File: src/rtl/sar_pkg.sv
package sar_pkg;

  typedef enum logic [1:0] {
    FMT_RJ18 = 2'd0,
    FMT_I2S  = 2'd1,
    FMT_RJ16 = 2'd2
  } fmt_e;

  parameter int BCLK_DIV_W = 5;

  // System clocks per bit in internal mode, from format and frame ratio.
  function automatic logic [BCLK_DIV_W-1:0] bit_div(input logic [1:0] fmt,
                                                    input logic [1:0] ratio);
    logic long_w;
    long_w = (fmt == FMT_RJ18);
    case (ratio)
      2'd1:    bit_div = 5'd8;
      2'd2:    bit_div = long_w ? 5'd8 : 5'd16;
      default: bit_div = long_w ? 5'd4 : 5'd8;
    endcase
  endfunction

endpackage

File: src/rtl/sar_sync.sv
module sar_sync #(
  parameter int W      = 3,
  parameter int STAGES = 2
) (
  input  logic         clk,
  input  logic         rst_n,
  input  logic [W-1:0] d,
  output logic [W-1:0] q
);

  logic [W-1:0] stg [STAGES];

  for (genvar i = 0; i < STAGES; i++) begin : g_stage
    logic [W-1:0] src;
    if (i == 0) begin : g_first
      assign src = d;
    end else begin : g_next
      assign src = stg[i-1];
    end
    always_ff @(posedge clk or negedge rst_n) begin
      if (!rst_n) stg[i] <= '0;
      else        stg[i] <= src;
    end
  end

  assign q = stg[STAGES-1];

endmodule

File: src/rtl/sar_bitclk.sv
module sar_bitclk
  import sar_pkg::*;
(
  input  logic       clk,
  input  logic       rst_n,
  input  logic       int_mode,
  input  logic [1:0] fmt,
  input  logic [1:0] ratio,
  input  logic       sclk_s,
  input  logic       lrck_s,
  output logic       tick,
  output logic       wl_edge,
  output logic       lrck_prev
);

  logic                  lrck_q, sclk_q;
  logic [BCLK_DIV_W-1:0] cnt_q, cnt_d, phase, div_n;

  always_comb begin
    div_n     = bit_div(fmt, ratio);
    wl_edge   = lrck_s ^ lrck_q;
    phase     = wl_edge ? '0 : cnt_q;
    cnt_d     = (phase == div_n - 1'b1) ? '0 : phase + 1'b1;
    tick      = int_mode ? (phase == (div_n >> 1)) : (sclk_s & ~sclk_q);
    lrck_prev = lrck_q;
  end

  always_ff @(posedge clk or negedge rst_n) begin
    if (!rst_n) begin
      lrck_q <= 1'b0;
      sclk_q <= 1'b0;
      cnt_q  <= '0;
    end else begin
      lrck_q <= lrck_s;
      sclk_q <= sclk_s;
      cnt_q  <= cnt_d;
    end
  end

  // divided bit timing never samples twice in a row
  p_int_tick_gap_r7: assert property (@(posedge clk) disable iff (!rst_n)
    (int_mode && tick) |=> !tick);

  // each external rising edge yields a single sample
  p_ext_tick_gap_r8: assert property (@(posedge clk) disable iff (!rst_n)
    (!int_mode && tick) |=> !tick);

endmodule

File: src/rtl/sar_deser.sv
module sar_deser
  import sar_pkg::*;
#(
  parameter int OUT_W   = 18,
  parameter int SHORT_W = 16
) (
  input  logic             clk,
  input  logic             rst_n,
  input  logic [1:0]       fmt,
  input  logic             tick,
  input  logic             wl_edge,
  input  logic             lrck_now,
  input  logic             lrck_prev,
  input  logic             sd,
  output logic [OUT_W-1:0] left_o,
  output logic [OUT_W-1:0] right_o,
  output logic             valid_o
);

  localparam int REM_W = $clog2(SHORT_W + 1);
  localparam int EXT_W = OUT_W - SHORT_W;

  logic [OUT_W-1:0]   sh_q, sh_d, stage_q, stage_d, lo_q, lo_d, ro_q, ro_d;
  logic [1:0]         pos_q, pos_d;
  logic [REM_W-1:0]   rem_q, rem_d;
  logic               ch_q, ch_d, seen_q, seen_d, valid_q, valid_d;
  logic               is_i2s, is_long, start, done_i2s, latch, is_left;
  logic [SHORT_W-1:0] w_short;
  logic [OUT_W-1:0]   word;

  always_comb begin
    is_i2s   = (fmt == FMT_I2S);
    is_long  = (fmt == FMT_RJ18);
    sh_d     = tick ? {sh_q[OUT_W-2:0], sd} : sh_q;

    pos_d = pos_q;
    if (wl_edge)                 pos_d = '0;
    else if (tick && pos_q < 2)  pos_d = pos_q + 1'b1;

    start    = is_i2s && tick && (pos_q == 2'd1);
    done_i2s = is_i2s && tick && !start && (rem_q == REM_W'(1));
    rem_d    = rem_q;
    if (start)                        rem_d = REM_W'(SHORT_W - 1);
    else if (tick && rem_q != '0)     rem_d = rem_q - 1'b1;
    ch_d     = start ? lrck_now : ch_q;

    w_short  = is_i2s ? {sh_q[SHORT_W-2:0], sd} : sh_q[SHORT_W-1:0];
    word     = is_long ? sh_q : {{EXT_W{w_short[SHORT_W-1]}}, w_short};
    latch    = done_i2s || (!is_i2s && wl_edge);
    is_left  = is_i2s ? !ch_q : lrck_prev;

    stage_d = stage_q;
    seen_d  = seen_q;
    lo_d    = lo_q;
    ro_d    = ro_q;
    valid_d = 1'b0;
    if (latch && is_left) begin
      stage_d = word;
      seen_d  = 1'b1;
    end else if (latch) begin
      seen_d = 1'b0;
      if (seen_q) begin
        lo_d    = stage_q;
        ro_d    = word;
        valid_d = 1'b1;
      end
    end
  end

  always_ff @(posedge clk or negedge rst_n) begin
    if (!rst_n) begin
      sh_q    <= '0;
      pos_q   <= 2'd2;
      rem_q   <= '0;
      ch_q    <= 1'b0;
      stage_q <= '0;
      seen_q  <= 1'b0;
      lo_q    <= '0;
      ro_q    <= '0;
      valid_q <= 1'b0;
    end else begin
      sh_q    <= sh_d;
      pos_q   <= pos_d;
      rem_q   <= rem_d;
      ch_q    <= ch_d;
      stage_q <= stage_d;
      seen_q  <= seen_d;
      lo_q    <= lo_d;
      ro_q    <= ro_d;
      valid_q <= valid_d;
    end
  end

  assign left_o  = lo_q;
  assign right_o = ro_q;
  assign valid_o = valid_q;

  // strobe lasts one cycle
  p_valid_single_r5: assert property (@(posedge clk) disable iff (!rst_n)
    valid_q |=> !valid_q);

  // outputs move only together with the strobe
  p_hold_out_r5: assert property (@(posedge clk) disable iff (!rst_n)
    !valid_q |-> ($stable(lo_q) && $stable(ro_q)));

  // short words leave the output sign-extended
  p_sext_r3: assert property (@(posedge clk) disable iff (!rst_n)
    (valid_q && !is_long) |->
      (ro_q[OUT_W-1:SHORT_W] == {EXT_W{ro_q[SHORT_W-1]}} &&
       lo_q[OUT_W-1:SHORT_W] == {EXT_W{lo_q[SHORT_W-1]}}));

  // the I2S bit budget never exceeds one short word
  p_rem_bound_r4: assert property (@(posedge clk) disable iff (!rst_n)
    rem_q <= REM_W'(SHORT_W - 1));

endmodule

File: src/rtl/serial_audio_rx.sv
module serial_audio_rx
  import sar_pkg::*;
#(
  parameter int OUT_W       = 18,
  parameter int SHORT_W     = 16,
  parameter int SYNC_STAGES = 2
) (
  input  logic             clk,
  input  logic             rst_n,
  input  logic             int_clk_i,
  input  logic [1:0]       fmt_i,
  input  logic [1:0]       ratio_i,
  input  logic             sclk_i,
  input  logic             lrck_i,
  input  logic             sdata_i,
  output logic [OUT_W-1:0] left_o,
  output logic [OUT_W-1:0] right_o,
  output logic             valid_o
);

  logic [1:0] rst_pipe;
  logic       rst_int_n;
  logic       sclk_s, lrck_s, sdata_s;
  logic       tick, wl_edge, lrck_prev;

  always_ff @(posedge clk or negedge rst_n) begin
    if (!rst_n) rst_pipe <= 2'b00;
    else        rst_pipe <= {rst_pipe[0], 1'b1};
  end
  assign rst_int_n = rst_pipe[1];

  sar_sync #(.W(3), .STAGES(SYNC_STAGES)) u_sync (
    .clk   (clk),
    .rst_n (rst_int_n),
    .d     ({sclk_i, lrck_i, sdata_i}),
    .q     ({sclk_s, lrck_s, sdata_s})
  );

  sar_bitclk u_bitclk (
    .clk       (clk),
    .rst_n     (rst_int_n),
    .int_mode  (int_clk_i),
    .fmt       (fmt_i),
    .ratio     (ratio_i),
    .sclk_s    (sclk_s),
    .lrck_s    (lrck_s),
    .tick      (tick),
    .wl_edge   (wl_edge),
    .lrck_prev (lrck_prev)
  );

  sar_deser #(.OUT_W(OUT_W), .SHORT_W(SHORT_W)) u_deser (
    .clk       (clk),
    .rst_n     (rst_int_n),
    .fmt       (fmt_i),
    .tick      (tick),
    .wl_edge   (wl_edge),
    .lrck_now  (lrck_s),
    .lrck_prev (lrck_prev),
    .sd        (sdata_s),
    .left_o    (left_o),
    .right_o   (right_o),
    .valid_o   (valid_o)
  );

endmodule

File: config.mk
export PLATFORM = sky130hd
export DESIGN_NAME = serial_audio_rx
export DESIGN_NICKNAME = d
export VERILOG_FILES = /design/src/rtl/sar_pkg.sv /design/src/rtl/sar_sync.sv /design/src/rtl/sar_bitclk.sv /design/src/rtl/sar_deser.sv /design/src/rtl/serial_audio_rx.sv
export SDC_FILE = /design/constraint.sdc
export NUM_CORES = 1
export LEC_CHECK = 0
export BUFFER_PORTS_ARGS = -buffer_cell sky130_fd_sc_hd__clkbuf_2
export CORE_MARGIN = 5
export CORE_UTILIZATION = 60
export DETAILED_ROUTE_END_ITERATION = 7
export GPL_ROUTABILITY_DRIVEN = 0
export PLACE_DENSITY = 0.92
export SLEW_MARGIN = 20
export SYNTH_ARGS = -nofsm -noshare
export SYNTH_HDL_FRONTEND = slang
export SYNTH_SLANG_ARGS = --single-unit
File: constraint.sdc
create_clock -name clk -period 7.1 [get_ports clk]
set_clock_uncertainty 0.1 [all_clocks]
set_input_delay 1.065 -clock clk [delete_from_list [all_inputs] [get_ports clk]]
set_output_delay 1.065 -clock clk [all_outputs]
set_load 0.01 [all_outputs]
; ---- Word level (Yosys, flattened, before mapping)
; Cells that the tools add are included.
[totals]
register_bits = 97
inputBits = 10
out_inout_bits = 37
mem_count = 0
wordCells = 67
latchBits = 0
ram_bits = 0
romBits = 0
[classes]
n_reduce_logical = 18
n_eq_ne = 7
div = 0
mux = 18
n_lt_le_gt_ge = 1
n_bitwise = 4
multipliers = 0
add_sub_neg = 4
shifts = 0
[ops]
columns = operator, n
row1 = 5-bit 2-to-1 mux, 5
row2 = 18-bit 2-to-1 mux, 1
row3 = 16-bit 2-to-1 mux, 1
row4 = 5-bit case mux with 2 select lines, 1
row5 = "5-bit by 1-bit subtractor with 5-bit output, second input constant", 2
row6 = 1-bit logical AND, 8
row7 = 1-bit 2-to-1 mux, 7
row8 = "2-bit by 1-bit equality test with 1-bit output, second input constant", 3
row9 = 2-bit nonzero test, 3
row10 = "5-bit by 1-bit adder with 5-bit output, second input constant", 1
row11 = "5-bit by 1-bit equality test with 1-bit output, second input constant", 1
row12 = 5-bit by 4-bit equality test with 1-bit output, 1
row13 = 5-bit equality test, 1
row14 = 5-bit nonzero test, 1
row15 = 2-bit 2-to-1 mux, 2
row16 = 4-bit 2-to-1 mux, 1
row17 = 1-bit zero test, 3
row18 = 3-bit AND reduction, 1
row19 = "2-bit by 1-bit adder with 2-bit output, second input constant", 1
row20 = "2-bit equality test, second input constant", 1
row21 = 2-bit zero test, 1
row22 = "2-bit less-than comparator, second input constant", 1
row23 = 1-bit NOT, 2
row24 = 1-bit AND, 1
row25 = 2 further kinds, 2

; ---- Logic depth before layout (Yosys ltp)
[logic_depth]
depth_word = 14
mapped_depth = 12
depth_no_buf = 12

; ---- By module
; Synthesis repeated with hierarchy kept, for this count alone.
[unflattened]
hier_cells = 281
hier_area_um2 = 4172.8
[modules_own_cells]
columns = module, cells_each, seq_area_each_um2, area_per_inst_um2, instances
row1 = sar_deser, 225, 2053.2, 3502.1, 1
row2 = sar_bitclk, 47, 175.2, 466.7, 1
row3 = sar_sync, 6, 150.1, 150.1, 1
row4 = serial_audio_rx, 3, 50.0, 53.8, 1

; ---- Worst setup path before layout
; OpenSTA, ideal clock, no wires.
[synth_timing]
kind = input -> register
startpoint = in ratio_i[0]
endpoint = reg u_deser.stage_q[10]
stages = 11
n_path_buf = 2
required_time_ns = 6.875
path_slack_ns = 3.746
setup_ns = 0.125
t_arrival_ns = 3.129
path_cell_list = inv_1 > ha_1 > nor3b_4 > inv_2 > o31a_1 > xor2_1 > a22o_1 > buf_6 > a31oi_4 > buf_8 > mux2_4
[synth_between]
elab_chain_cells = 11
word_cells_on_any_way = 12
classes_between = eq/ne: 3 / mux: 2 / reduce/logical: 7
[synth_lines]
columns = element, line_no
row1 = from (decl), serial_audio_rx.sv:12  ; input logic [1:0] ratio_i,
row2 = 2-bit equality test / 2-bit by 1-bit equality test with 1-bit output (equally long branches), sar_pkg.sv:16  ; case (ratio)
row3 = 5-bit case mux with 2 select lines (*), sar_pkg.sv:16
row4 = 5-bit by 4-bit equality test with 1-bit output (*), sar_bitclk.sv:24  ; tick = int_mode ? (phase == (div_n >> 1)) : (sclk_s & ~sclk_q);
row5 = 1-bit 2-to-1 mux (*), sar_bitclk.sv:24
row6 = 1-bit logical AND (*), "sar_deser.sv:40, sar_deser.sv:41"
row7 = 1-bit logical AND, sar_deser.sv:40  ; start = is_i2s && tick && (pos_q == 2'd1);
row8 = 1-bit zero test, sar_deser.sv:41  ; done_i2s = is_i2s && tick && !start && (rem_q == REM_W'(1));
row9 = 1-bit logical AND (*) (2 in series), sar_deser.sv:41
row10 = 1-bit logical OR (*), sar_deser.sv:49  ; latch = done_i2s || (!is_i2s && wl_edge);
row11 = 1-bit logical AND (*), sar_deser.sv:57  ; if (latch && is_left) begin
row12 = to (signal assigned), sar_deser.sv:86  ; stage_q <= stage_d;
row13 = to (decl), sar_deser.sv:23  ; logic [OUT_W-1:0] sh_q, sh_d, stage_q, stage_d, lo_q, lo_d, ro_q, ro_d;
; Every way passes the cells marked *; elsewhere a longest branch is shown, timed or not.
; A chain may end at the register's enable or synchronous reset.

; ---- Worst setup path in the final report
[layout_timing]
startpoint = in ratio_i[0]
endpoint = reg u_deser.stage_q[17]
; Same word-level chain as after synthesis.

==> out/results.md <==
| Metric | Reported | Unit |
|:---|:---|:---|
| Total CTS buffers | 9 | - |
| Outcome | finished, final reports clean | - |
| Cell type of the slowest stage on the worst timing path | sky130_fd_sc_hd__a22o_1 | - |
| Worst Reg2Reg Path Length in Cells | 6 | - |
| Final wirelength | 7530 | um |
| Worst max-slew margin expressed relative to the limit | 30.1 | % |
| Syn. warnings | 0 | - |
| Count of unique library cells instantiated by Yosys | 46 | - |
| Post-detailed-route wirelength per cell | 15.6 | um |
| Standby leakage power | 2.34 | nW |
| Utilization of the core after routing | 69.3 | % |
| Aggregate negative setup slack | 0 | ns |
| Number of remaining DRC errors | 0 | - |
| Die Y-Extent | 94.4 | um |
| Largest area contributor in the synthesized netlist | sky130_fd_sc_hd__dfrtp_1 | - |
| Root buffer selected by CTS | sky130_fd_sc_hd__clkbuf_8 | - |
| Pwr per Cell Area | 351 | nW/um^2 |
| Routed via count | 2647 | - |
| Kind of end point of the critical path | flop | - |
| Max-Cap Viols | 0 | - |
| Maximum single-stage delay on the critical path | 0.89 | ns |
| H-tree levels | 3 | - |
| Average cell area after synthesis | 12.8 | sq um |
| Worst hold-check path type | reg -> reg | - |
| Maximum buffer depth of the clock tree | 2 | - |
| Area growth syn-to-layout | 11.4 | % |
| Async set-or-reset flop fraction in the synthesized netlist | 100 | % |
| Final clock period utilization by the worst path | 57.8 | % |
| Endpoint with the worst hold slack | u_sync.q[2]$_DFF_PN0_ | - |
| Setup repair after global routing missed its margin | false | - |
| Per-cell via count in the routed design | 5.48 | - |
| Min Tclk post-route | 4.10 | ns |
| Number of buffers inserted by hold repair at cts | 0 | - |
| Final slew viol count | 0 | - |
| Io pins | 47 | - |
| Most common cell after layout, fill and taps aside | sky130_fd_sc_hd__dfrtp_1 | - |
| Core area | 6870 | sq um |
| Die extent in x | 94.4 | um |
| Overflow left after global routing | 0 | - |
| Most instantiated flip-flop cell in the synthesis netlist | sky130_fd_sc_hd__dfrtp_1 | - |
| First-pass GRT wire length | 12900 | um |
| Global-route usage over all layers | 18.4 | % |
| Fraction of synthesized cell area taken by the top area cell type | 56.2 | % |
| Final layout net count | 400 | - |
| Maximum clock rate | 244 | MHz |
| Post-Syn Instances | 335 | - |
| Share of the yosys chip area belonging to registers | 56.9 | % |
| First DRT Iteration DRCs | 152 | - |
| Resized Gates After CTS | 0 | - |
| Buffers inserted during post-CTS setup optimization | 0 | - |
| Antenna violations before repair | 0 | - |
| Register-to-register path setup slack | 3.19 | ns |
| Clock sink count | 97 | - |
| Crit Reg-Reg Endpoint | u_deser.stage_q[17]$_DFFE_PN0P_ | - |
| IR Drop Worst-Case VDD | 0.289 | mV |
| Highest fanout seen on the critical path | 25 | - |
| Final HPWL from detailed placement | 5080 | um |
| Number of port buffers | 46 | - |
| CTS tree | yes | - |
| Synthesized netlist net count | 353 | - |
| Worst hold start | u_sync.g_stage[1].src[2]$_DFF_PN0_ | - |
| Die area | 8910 | sq um |
| Pin count of the biggest net entering global routing | 96 | - |
| Clk Latency, worst-skew pair | 0.35 | ns |
| Total number of placement rows | 30 | - |
| Number of nets with antenna violations after routing | 0 | - |
| Effective utilization at floorplan | 62.2 | % |
| Critical Path RT | 7.24 | ns |
| Post-synthesis instance area | 4270 | sq um |
| Count of endpoints failing hold in the final timing report | 0 | - |
| Critical Path Start | ratio_i[0] | - |
| Startpoint type of the worst setup path | primary input | - |
| Vias in the first global route | 2748 | - |
| First-pass detailed-route iteration total | 4 | - |
| Total of endpoints with negative setup slack in the final report | 0 | - |
| Cells on Worst Hold Path | 0 | - |
| Clock-pin transition on the worst setup and hold timing paths | 0.08 | ns |
| Commonest cells after routing, fill and taps aside | 95 x sky130_fd_sc_hd__dfrtp_1, 63 x sky130_fd_sc_hd__mux2_2, 54 x sky130_fd_sc_hd__nand2_1, 46 x sky130_fd_sc_hd__clkbuf_2 | - |
| Slew at the pin closest to its max-slew limit | 1.05 | ns |
| CP Cell Sequence | clkbuf_2, inv_1, ha_1, nor3b_4, nand3_1, a2111oi_4, a22o_1, a31oi_4, mux2_4 | - |
| Antenna cell count | 0 | - |
| Biggest area contributors in the synthesized netlist | sky130_fd_sc_hd__dfrtp_1 56%, sky130_fd_sc_hd__mux2_2 17%, sky130_fd_sc_hd__nand2_1 4.7% | - |
| Worst setup path class | in -> reg | - |
| Worst EP arrival | 4.24 | ns |
| Worst reg2reg startpoint | u_sync.q[1]$_DFF_PN0_ | - |
| Flip-flop and latch count after synthesis | 97 | - |
| Post-synth EDFFs | 0 | - |
| Layout cell share with drive strength beyond 1 | 37.5 | % |
==> registers in the layout, summed over array words and instances, names as in the netlist <==
register	cells
u_deser.left_o	18
u_deser.right_o	18
u_deser.sh_q	18
u_deser.stage_q	18
u_bitclk.cnt_q	5
u_deser.rem_q	5
u_sync.g_stage.src	3
u_sync.q	3
rst_pipe	2
u_deser.pos_q	2
u_bitclk.lrck_prev	1
u_bitclk.sclk_q	1
u_deser.ch_q	1
u_deser.seen_q	1
u_deser.valid_o	1
==> kinds of logic (layout without fill, tap and decap cells) <==
group	Yosys count	in the layout	share of synthesized area, %
flops	97	97	56.9
simple gates	96	96	10.7
mux	73	73	20.0
compound gates	31	31	5.27
buf+inv	20	72	2.84
xor+xnor	9	9	1.85
fa+ha+maj	8	8	2.34
other cells	1	1	0.0878
==> worst max path at each step <==
stage | endpoint | slack (ns) | depth (start not counted)
2_1_floorplan | u_deser.stage_q[10]$_DFFE_PN0P_ | 3.75 | 11
3_3_place_gp | u_deser.stage_q[14]$_DFFE_PN0P_ | 2.78 | 9
3_5_place_dp | u_deser.stage_q[17]$_DFFE_PN0P_ | 2.63 | 9
4_1_cts | u_deser.stage_q[17]$_DFFE_PN0P_ | 3.01 | 9
5_1_grt | u_deser.stage_q[17]$_DFFE_PN0P_ | 2.82 | 9
6_report | u_deser.stage_q[17]$_DFFE_PN0P_ | 3.00 | 9
==> critical path, delay by kind of cell <==
family | cells | cell delay [ns]
buf+inv | 2 | 0.14
simple gates | 2 | 0.48
mux | 1 | 0.44
fa+ha+maj | 1 | 0.29
compound gates | 3 | 1.82
==> layout make-up <==
| class | instances | area, sq um |
|---|---|---|
| clock buffers | 10 | 138 |
| clock inverters | 6 | 66.3 |
| fillers | 465 | 2110 |
| inverters | 8 | 30.0 |
| multi-input cells | 218 | 1720 |
| flip-flops and latches | 97 | 2430 |
| well taps | 96 | 120 |
| repair buffers | 48 | 249 |
==> per-layer routing <==
metal	up-vias	share of wire, %	routed length [um]	GRT usage, %
met5	-	0	0	0
met4	0	2.5	186	8.06
met3	17	3.9	295	3.03
met2	60	49	3670	29.7
met1	1318	45	3380	24.6
li1	1252	-	-	-
==> synth_stat cells, drive strengths merged (3+ instances only) <==
cell / number
nor3b: 5
a21oi: 8
dfrtp: 96
buf: 10
and2: 4
nor2: 9
xor2: 5
inv: 8
a31oi: 3
xnor2: 4
nand2: 54
ha: 8
nand3: 8
nand2b: 3
o21ai: 10
mux2: 73
nor3: 4
==> through the flow <==
stage	std cells	worst slack, ns	cell area [sq um]	power, W	hold slack (ns)
after floorplan	335	3.75	4270	0.00116	0.231
after global placement	467	2.78	4550	0.00128	0.231
after detailed placement	467	2.63	4550	0.00132	0.237
after CTS	483	3.01	4750	0.00168	0.257
after global routing	483	2.82	4760	0.00178	0.262
final	483	3.00	4760	0.00167	0.255
==> where the power goes <==
group / switching (W) / internal [W]
Clock: 0.000184 / 0.000173
Combinational: 0.000223 / 0.000240
Sequential: 0.000122 / 0.000725
Note: power is estimated with default switching activity, not from simulation.
